===== src/rtl/srx_pkg.sv =====
package srx_pkg;
  localparam int unsigned DATA_W = 8;
  localparam int unsigned WORD_W = DATA_W + 1;

  typedef enum logic [2:0] {
    ST_HUNT, ST_START, ST_DATA, ST_EXTRA, ST_STOP
  } srx_state_e;

  // index of the final data bit for the chosen character length
  function automatic logic [2:0] last_data_idx(input logic seven);
    return seven ? 3'd6 : 3'd7;
  endfunction

  // assemble the delivered word: extra bit on top, MSB masked for short chars
  function automatic logic [WORD_W-1:0] pack_word(input logic [DATA_W-1:0] data,
                                                  input logic extra,
                                                  input logic seven);
    logic [DATA_W-1:0] d;
    d = data;
    if (seven) d[DATA_W-1] = 1'b0;
    return {extra, d};
  endfunction
endpackage


===== src/rtl/srx_line_sync.sv =====
module srx_line_sync (
  input  logic clk_i,
  input  logic rst_ni,
  input  logic rx_i,
  output logic rx_s_o,
  output logic fall_o
);
  logic meta_q, sync_q, prev_q;

  always_ff @(posedge clk_i) begin
    if (!rst_ni) begin
      meta_q <= 1'b1;
      sync_q <= 1'b1;
      prev_q <= 1'b1;
    end else begin
      meta_q <= rx_i;
      sync_q <= meta_q;
      prev_q <= sync_q;
    end
  end

  assign rx_s_o = sync_q;
  assign fall_o = prev_q & ~sync_q;
endmodule


===== src/rtl/srx_frame_fsm.sv =====
module srx_frame_fsm
  import srx_pkg::*;
#(
  parameter int unsigned OVS = 16
) (
  input  logic              clk_i,
  input  logic              rst_ni,
  input  logic              rx_s_i,
  input  logic              fall_i,
  input  logic              tick_i,
  input  logic              cfg_seven_i,
  input  logic              cfg_extra_i,
  output logic              stop_evt_o,
  output logic              stop_bit_o,
  output logic              word_we_o,
  output logic [WORD_W-1:0] word_o
);
  localparam int unsigned CNT_W = $clog2(OVS);
  localparam logic [CNT_W-1:0] END_CNT = CNT_W'(OVS - 1);
  localparam logic [CNT_W-1:0] MID_CNT = CNT_W'(OVS / 2 - 1);

  srx_state_e        state_q;
  logic [CNT_W-1:0]  cnt_q;
  logic [2:0]        idx_q;
  logic [DATA_W-1:0] shreg_q;
  logic              extra_q, seven_q, extra_en_q, we_q;
  logic [WORD_W-1:0] word_q;

  logic mid_hit, bit_end;
  assign mid_hit = tick_i && (cnt_q == MID_CNT);
  assign bit_end = tick_i && (cnt_q == END_CNT);

  assign stop_evt_o = (state_q == ST_STOP) && bit_end;
  assign stop_bit_o = rx_s_i;

  always_ff @(posedge clk_i) begin
    if (!rst_ni) begin
      state_q    <= ST_HUNT;
      cnt_q      <= '0;
      idx_q      <= '0;
      shreg_q    <= '0;
      extra_q    <= 1'b0;
      seven_q    <= 1'b0;
      extra_en_q <= 1'b0;
      we_q       <= 1'b0;
      word_q     <= '0;
    end else begin
      we_q <= 1'b0;
      unique case (state_q)
        ST_HUNT: begin
          if (fall_i) begin
            state_q <= ST_START;
            cnt_q   <= '0;
          end
        end
        ST_START: begin
          if (mid_hit) begin
            cnt_q <= '0;
            if (!rx_s_i) begin
              state_q    <= ST_DATA;
              idx_q      <= '0;
              shreg_q    <= '0;
              extra_q    <= 1'b0;
              seven_q    <= cfg_seven_i;
              extra_en_q <= cfg_extra_i;
            end else begin
              state_q <= ST_HUNT;
            end
          end else if (tick_i) begin
            cnt_q <= cnt_q + 1'b1;
          end
        end
        ST_DATA: begin
          if (bit_end) begin
            cnt_q          <= '0;
            shreg_q[idx_q] <= rx_s_i;
            if (idx_q == last_data_idx(seven_q))
              state_q <= extra_en_q ? ST_EXTRA : ST_STOP;
            else
              idx_q <= idx_q + 1'b1;
          end else if (tick_i) begin
            cnt_q <= cnt_q + 1'b1;
          end
        end
        ST_EXTRA: begin
          if (bit_end) begin
            cnt_q   <= '0;
            extra_q <= rx_s_i;
            state_q <= ST_STOP;
          end else if (tick_i) begin
            cnt_q <= cnt_q + 1'b1;
          end
        end
        ST_STOP: begin
          if (bit_end) begin
            cnt_q   <= '0;
            state_q <= ST_HUNT;
            we_q    <= 1'b1;
            word_q  <= pack_word(shreg_q, extra_q, seven_q);
          end else if (tick_i) begin
            cnt_q <= cnt_q + 1'b1;
          end
        end
        default: state_q <= ST_HUNT;
      endcase
    end
  end

  assign word_we_o = we_q;
  assign word_o    = word_q;

  AST_FALSE_START_DROPS: assert property (@(posedge clk_i) disable iff (!rst_ni)
    (state_q == ST_START && mid_hit && rx_s_i) |=> (state_q == ST_HUNT));
  AST_SHORT_CHAR_MSB: assert property (@(posedge clk_i) disable iff (!rst_ni)
    (we_q && seven_q) |-> !word_q[DATA_W-1]);
  AST_NO_EXTRA_BIT: assert property (@(posedge clk_i) disable iff (!rst_ni)
    (we_q && !extra_en_q) |-> !word_q[WORD_W-1]);
  AST_STROBE_SINGLE: assert property (@(posedge clk_i) disable iff (!rst_ni)
    we_q |=> !we_q);
  AST_TICK_GATES: assert property (@(posedge clk_i) disable iff (!rst_ni)
    (state_q != ST_HUNT && !tick_i) |=> ($stable(cnt_q) && $stable(state_q)));
endmodule


===== src/rtl/srx_flags.sv =====
module srx_flags (
  input  logic clk_i,
  input  logic rst_ni,
  input  logic stop_evt_i,
  input  logic stop_bit_i,
  input  logic err_clr_i,
  input  logic avail_clr_i,
  output logic frame_err_o,
  output logic rx_avail_o
);
  logic fe_q, av_q;

  always_ff @(posedge clk_i) begin
    if (!rst_ni) begin
      fe_q <= 1'b0;
      av_q <= 1'b0;
    end else begin
      if (stop_evt_i)     fe_q <= ~stop_bit_i;
      else if (err_clr_i) fe_q <= 1'b0;
      if (stop_evt_i)       av_q <= 1'b1;
      else if (avail_clr_i) av_q <= 1'b0;
    end
  end

  assign frame_err_o = fe_q;
  assign rx_avail_o  = av_q;

  AST_BAD_STOP_SETS: assert property (@(posedge clk_i) disable iff (!rst_ni)
    (stop_evt_i && !stop_bit_i) |=> fe_q);
  AST_GOOD_STOP_CLEARS: assert property (@(posedge clk_i) disable iff (!rst_ni)
    (stop_evt_i && stop_bit_i) |=> !fe_q);
  AST_ERR_STICKY: assert property (@(posedge clk_i) disable iff (!rst_ni)
    (!stop_evt_i && !err_clr_i) |=> $stable(fe_q));
  AST_AVAIL_ACK: assert property (@(posedge clk_i) disable iff (!rst_ni)
    (avail_clr_i && !stop_evt_i) |=> !av_q);
endmodule


===== src/rtl/serial_rx_deframer.sv =====
module serial_rx_deframer
  import srx_pkg::*;
#(
  parameter int unsigned OVS = 16
) (
  input  logic              clk_i,
  input  logic              rst_ni,
  input  logic              rx_i,
  input  logic              tick16_i,
  input  logic              cfg_seven_i,
  input  logic              cfg_extra_i,
  input  logic              err_clr_i,
  input  logic              avail_clr_i,
  output logic              word_we_o,
  output logic [WORD_W-1:0] word_o,
  output logic              frame_err_o,
  output logic              rx_avail_o
);
  logic rx_s, rx_fall, stop_evt, stop_bit;

  srx_line_sync u_sync (
    .clk_i  (clk_i),
    .rst_ni (rst_ni),
    .rx_i   (rx_i),
    .rx_s_o (rx_s),
    .fall_o (rx_fall)
  );

  srx_frame_fsm #(.OVS(OVS)) u_fsm (
    .clk_i       (clk_i),
    .rst_ni      (rst_ni),
    .rx_s_i      (rx_s),
    .fall_i      (rx_fall),
    .tick_i      (tick16_i),
    .cfg_seven_i (cfg_seven_i),
    .cfg_extra_i (cfg_extra_i),
    .stop_evt_o  (stop_evt),
    .stop_bit_o  (stop_bit),
    .word_we_o   (word_we_o),
    .word_o      (word_o)
  );

  srx_flags u_flags (
    .clk_i       (clk_i),
    .rst_ni      (rst_ni),
    .stop_evt_i  (stop_evt),
    .stop_bit_i  (stop_bit),
    .err_clr_i   (err_clr_i),
    .avail_clr_i (avail_clr_i),
    .frame_err_o (frame_err_o),
    .rx_avail_o  (rx_avail_o)
  );

  AST_STROBE_MARKS_AVAIL: assert property (@(posedge clk_i) disable iff (!rst_ni)
    word_we_o |-> rx_avail_o);
endmodule


===== config.mk =====
export PLATFORM = sky130hd
export DESIGN_NAME = serial_rx_deframer
export DESIGN_NICKNAME = d
export VERILOG_FILES = /design/src/rtl/srx_pkg.sv /design/src/rtl/srx_line_sync.sv /design/src/rtl/srx_frame_fsm.sv /design/src/rtl/srx_flags.sv /design/src/rtl/serial_rx_deframer.sv
export SDC_FILE = /design/constraint.sdc
export NUM_CORES = 1
export LEC_CHECK = 0
export BUFFER_PORTS_ARGS = -buffer_cell sky130_fd_sc_hd__buf_4
export CORE_MARGIN = 5
export CORE_UTILIZATION = 55
export DETAILED_ROUTE_END_ITERATION = 10
export GPL_ROUTABILITY_DRIVEN = 0
export PLACE_DENSITY = 0.77
export REMOVE_ABC_BUFFERS = 1
export SETUP_SLACK_MARGIN = 0.4
export SKIP_CTS_REPAIR_TIMING = 1
export SLEW_MARGIN = 20
export SYNTH_ARGS = -nofsm -noshare
export SYNTH_HDL_FRONTEND = slang
export SYNTH_SLANG_ARGS = --single-unit

===== constraint.sdc =====
create_clock -name clk_i -period 2.05 [get_ports clk_i]
set_input_delay 0.3075 -clock clk_i [delete_from_list [all_inputs] [get_ports clk_i]]
set_output_delay 0.3075 -clock clk_i [all_outputs]
set_load 0.02 [all_outputs]

==> results.toml <==
[timing]
period_needed_ns = 1.77
setup_tns_ns = 0
setup_slack_ns = 0.278
rsz0062_at_grt = "yes"
period_share_pct = 86.4
clock.fmax_mhz = 564
hold_viol = 0
setup_viol_count_final = 0
worst_slew_margin_rel_pct = 71.8
worst_pin_slew_ns = 0.423
finalClockSkew_ns = 0.00776
drv_slew = 0

[yosys]
syn_area_um2 = 1740
synth_edf_count = 0
avgSynthCellArea_um2 = 8.73
yosysWarnings = 0
ys_ff_latch = 36
synth-seq-area-share_pct = 41.5
post-synth-top-area-cell = "dfxtp_1"
ys_top_cells_by_count = "dfxtp_1, nor2_1, nand2_1, clkbuf_1, mux2i_1"
synth_ff_type = "dfxtp_1"
yosys.area.top_type_share_pct = 41.5
async_reset_ff_share_pct = 0
post-synth-top-count-cell = "dfxtp_1"
synth.distinct_cells = 47
synthCells = 199
synth.area.top_cells = "dfxtp_1, mux2i_1, nor2_1"

[power]
p_sw_mw = 0.260
combPwrFrac_pct = 6.2
p_seq_share_pct = 63.2
pwr_density_cell_nw_per_um2 = 528
p_leak_nw = 0.841
clkPwrFrac_pct = 30.6
ir_drop_v = 0.000353
intPower_mw = 0.857
p_sw_share_pct = 23.2

[placed_design]
io_buffers = 19
pre_cts_slack_ns = 0.193
dp_cells = 259
hpwl_um = 2640

[cells_and_area]
post_route_cells_drive_above_1_share_pct = 28.1
syn_to_final_growth_pct = 21.7
instances_no_fill = 268
multiInputGateArea_um2 = 1030
post-route-util_pct = 69.2
antenna_cells = 0
fill_cells = 252
regArea_um2 = 733
fin_nets = 234

[setup_path]
rrSetupSlack_ns = 0.28
ff2ff_path_depth = 4
path_class = "reg -> reg"
critical_path_arrival_ns = 2.00
crit_path_start = "u_sync.rx_s_o$_SDFF_PN1_"
cp_top_family = "compound AO/OA/AOI/OAI gates"
rr_startpoint = "u_sync.rx_s_o$_SDFF_PN1_"
crit_chain = "or4b_4, a211o_4, o21bai_1, a32o_1"
crit_path_start_kind = "flip-flop"
critPathCaptureType = "flip-flop"
worstPathRequired_ns = 2.28
cp_max_fo = 5
path_depth = 4
critPathBufInv = 0
worstReg2RegEnd = "u_fsm.shreg_q[0]$_SDFFE_PN0P_"
slowest_delay_ns = 0.54
cp_slowest_cell = "or4b_4"

[worst_hold_path]
hold_class = "in -> reg"
min_to = "u_sync.meta_q$_SDFF_PN1_"
min-delay-start = "rx_i"
hold_depth = 2

[global_route]
grt_pass1_wl_um = 5980
overflow = 0
grt_start_max_net_pins = 21
track_usage_pct = 17.8
antenna_found_initial = 0
first_global_vias = 1339

[die]
start_util_pct = 56.9
die_w_um = 66.2
core_area_um2 = 3050
die_h_um = 66.2
die-area_um2 = 4380
num_io_pins = 20
rows = 20

[route]
drt.antenna.violating_nets = 0
drtPass1Iterations = 4
drt_wl_total_um = 3910
vias = 1579
viasPerCell = 5.89
drt_iter0_drc = 104
drc_errors = 0
wl_per_cell_um = 14.6

[clock_tree]
cts_buffer_depth = 2
cts_tree = "yes"
cts.clk_slew.worst_paths_ns = 0.10
cts_made_buffers = 5
clkSinkCount = 36
clkLatencyLatePin_ns = 0.33
htree_levels = 2
ctsRootBufferMaster = "clkbuf_4"

[outcome]
outcome = "finished, final reports clean"

[run]
cap_violations = 0
per-layer routing:
metal,part of all wire [%],vias to the layer above,routed length (um),global-route usage (%)
li1,-,782,-,-
met4,1.2,0,46,5.84
met5,0,-,0,0
met1,47,742,1850,22.4
met3,5.6,6,217,5.10
met2,46,49,1790,29.2
power by group through the flow:
stage	Sequential [mW]	Combinational, mW	Clock (mW)
final	0.705	0.0694	0.342
after global routing	0.706	0.0754	0.380
after CTS	0.706	0.0625	0.352
after detailed placement	0.722	0.0621	0
after global placement	0.722	0.0605	0
after floorplan	0.725	0.0272	0
per-stage QoR:
step / hold slack [ns] / cell area [um2] / power (mW)
2_1_floorplan: 0.377 / 1670 / 0.752
3_3_place_gp: 0.416 / 1950 / 0.783
3_5_place_dp: 0.405 / 1950 / 0.785
4_1_cts: 0.146 / 2000 / 1.12
5_1_grt: 0.154 / 2110 / 1.16
6_report: 0.150 / 2110 / 1.12
registers in the layout, indices dropped and copies added, names as in the netlist, 3 cells and up:
name,count
u_fsm.cnt_q,4
u_fsm.idx_q,3
u_fsm.shreg_q,8
u_fsm.state_q,3
u_fsm.word_o,9
worst max path at each step:
| stage | endpoint | slack (ns) |
|---|---|---|
| after floorplan | u_fsm.word_o[7]$_SDFFE_PN0P_ | 0.11 |
| after global placement | u_fsm.shreg_q[6]$_SDFFE_PN0P_ | 0.23 |
| after detailed placement | u_fsm.shreg_q[6]$_SDFFE_PN0P_ | 0.19 |
| after CTS | u_fsm.shreg_q[6]$_SDFFE_PN0P_ | 0.17 |
| after global routing | u_fsm.shreg_q[0]$_SDFFE_PN0P_ | 0.25 |
| final | u_fsm.shreg_q[0]$_SDFFE_PN0P_ | 0.28 |
worst register-to-register path, cell delays in order (launching register included):
cell      delay (ns)
dfxtp_1         0.33
or4b_4          0.54
a211o_4         0.37
o21bai_1        0.16
a32o_1          0.26
cell type report:
class,instances,area share [%]
tap,44,2.61
sequential,36,34.7
inverter,4,0.710
clock buffer,6,1.95
clock inverter,1,0.237
multi-input combinational,146,48.8
timing repair buffer,31,11.0
cell usage in the layout (no fill, tap or decap), types with 3 or more instances in the layout:
cell / count
mux2i_1: 11
dfxtp_2: 4
nand2_1: 16
inv_1: 4
a211oi_2: 4
nor2_1: 20
or3_1: 4
o21ai_0: 5
buf_4: 31
dfxtp_1: 30
nand3_1: 6
o21ai_1: 3
a21oi_1: 10
nand2b_1: 9
clkbuf_4: 5
cells by family (layout without fill, tap and decap cells):
group	after synthesis	count (layout)	share of synthesized area, %
buffers and inverters	18	42	4.75
xor gates and xnor gates	2	2	1.01
DFF	36	36	41.5
muxes	11	11	6.34
AOI/OAI and AO/OA	48	49	19.2
adders and majority gates	2	2	1.44
and+or+nand+nor	82	82	25.8
Power figures use the tool's default switching activity.
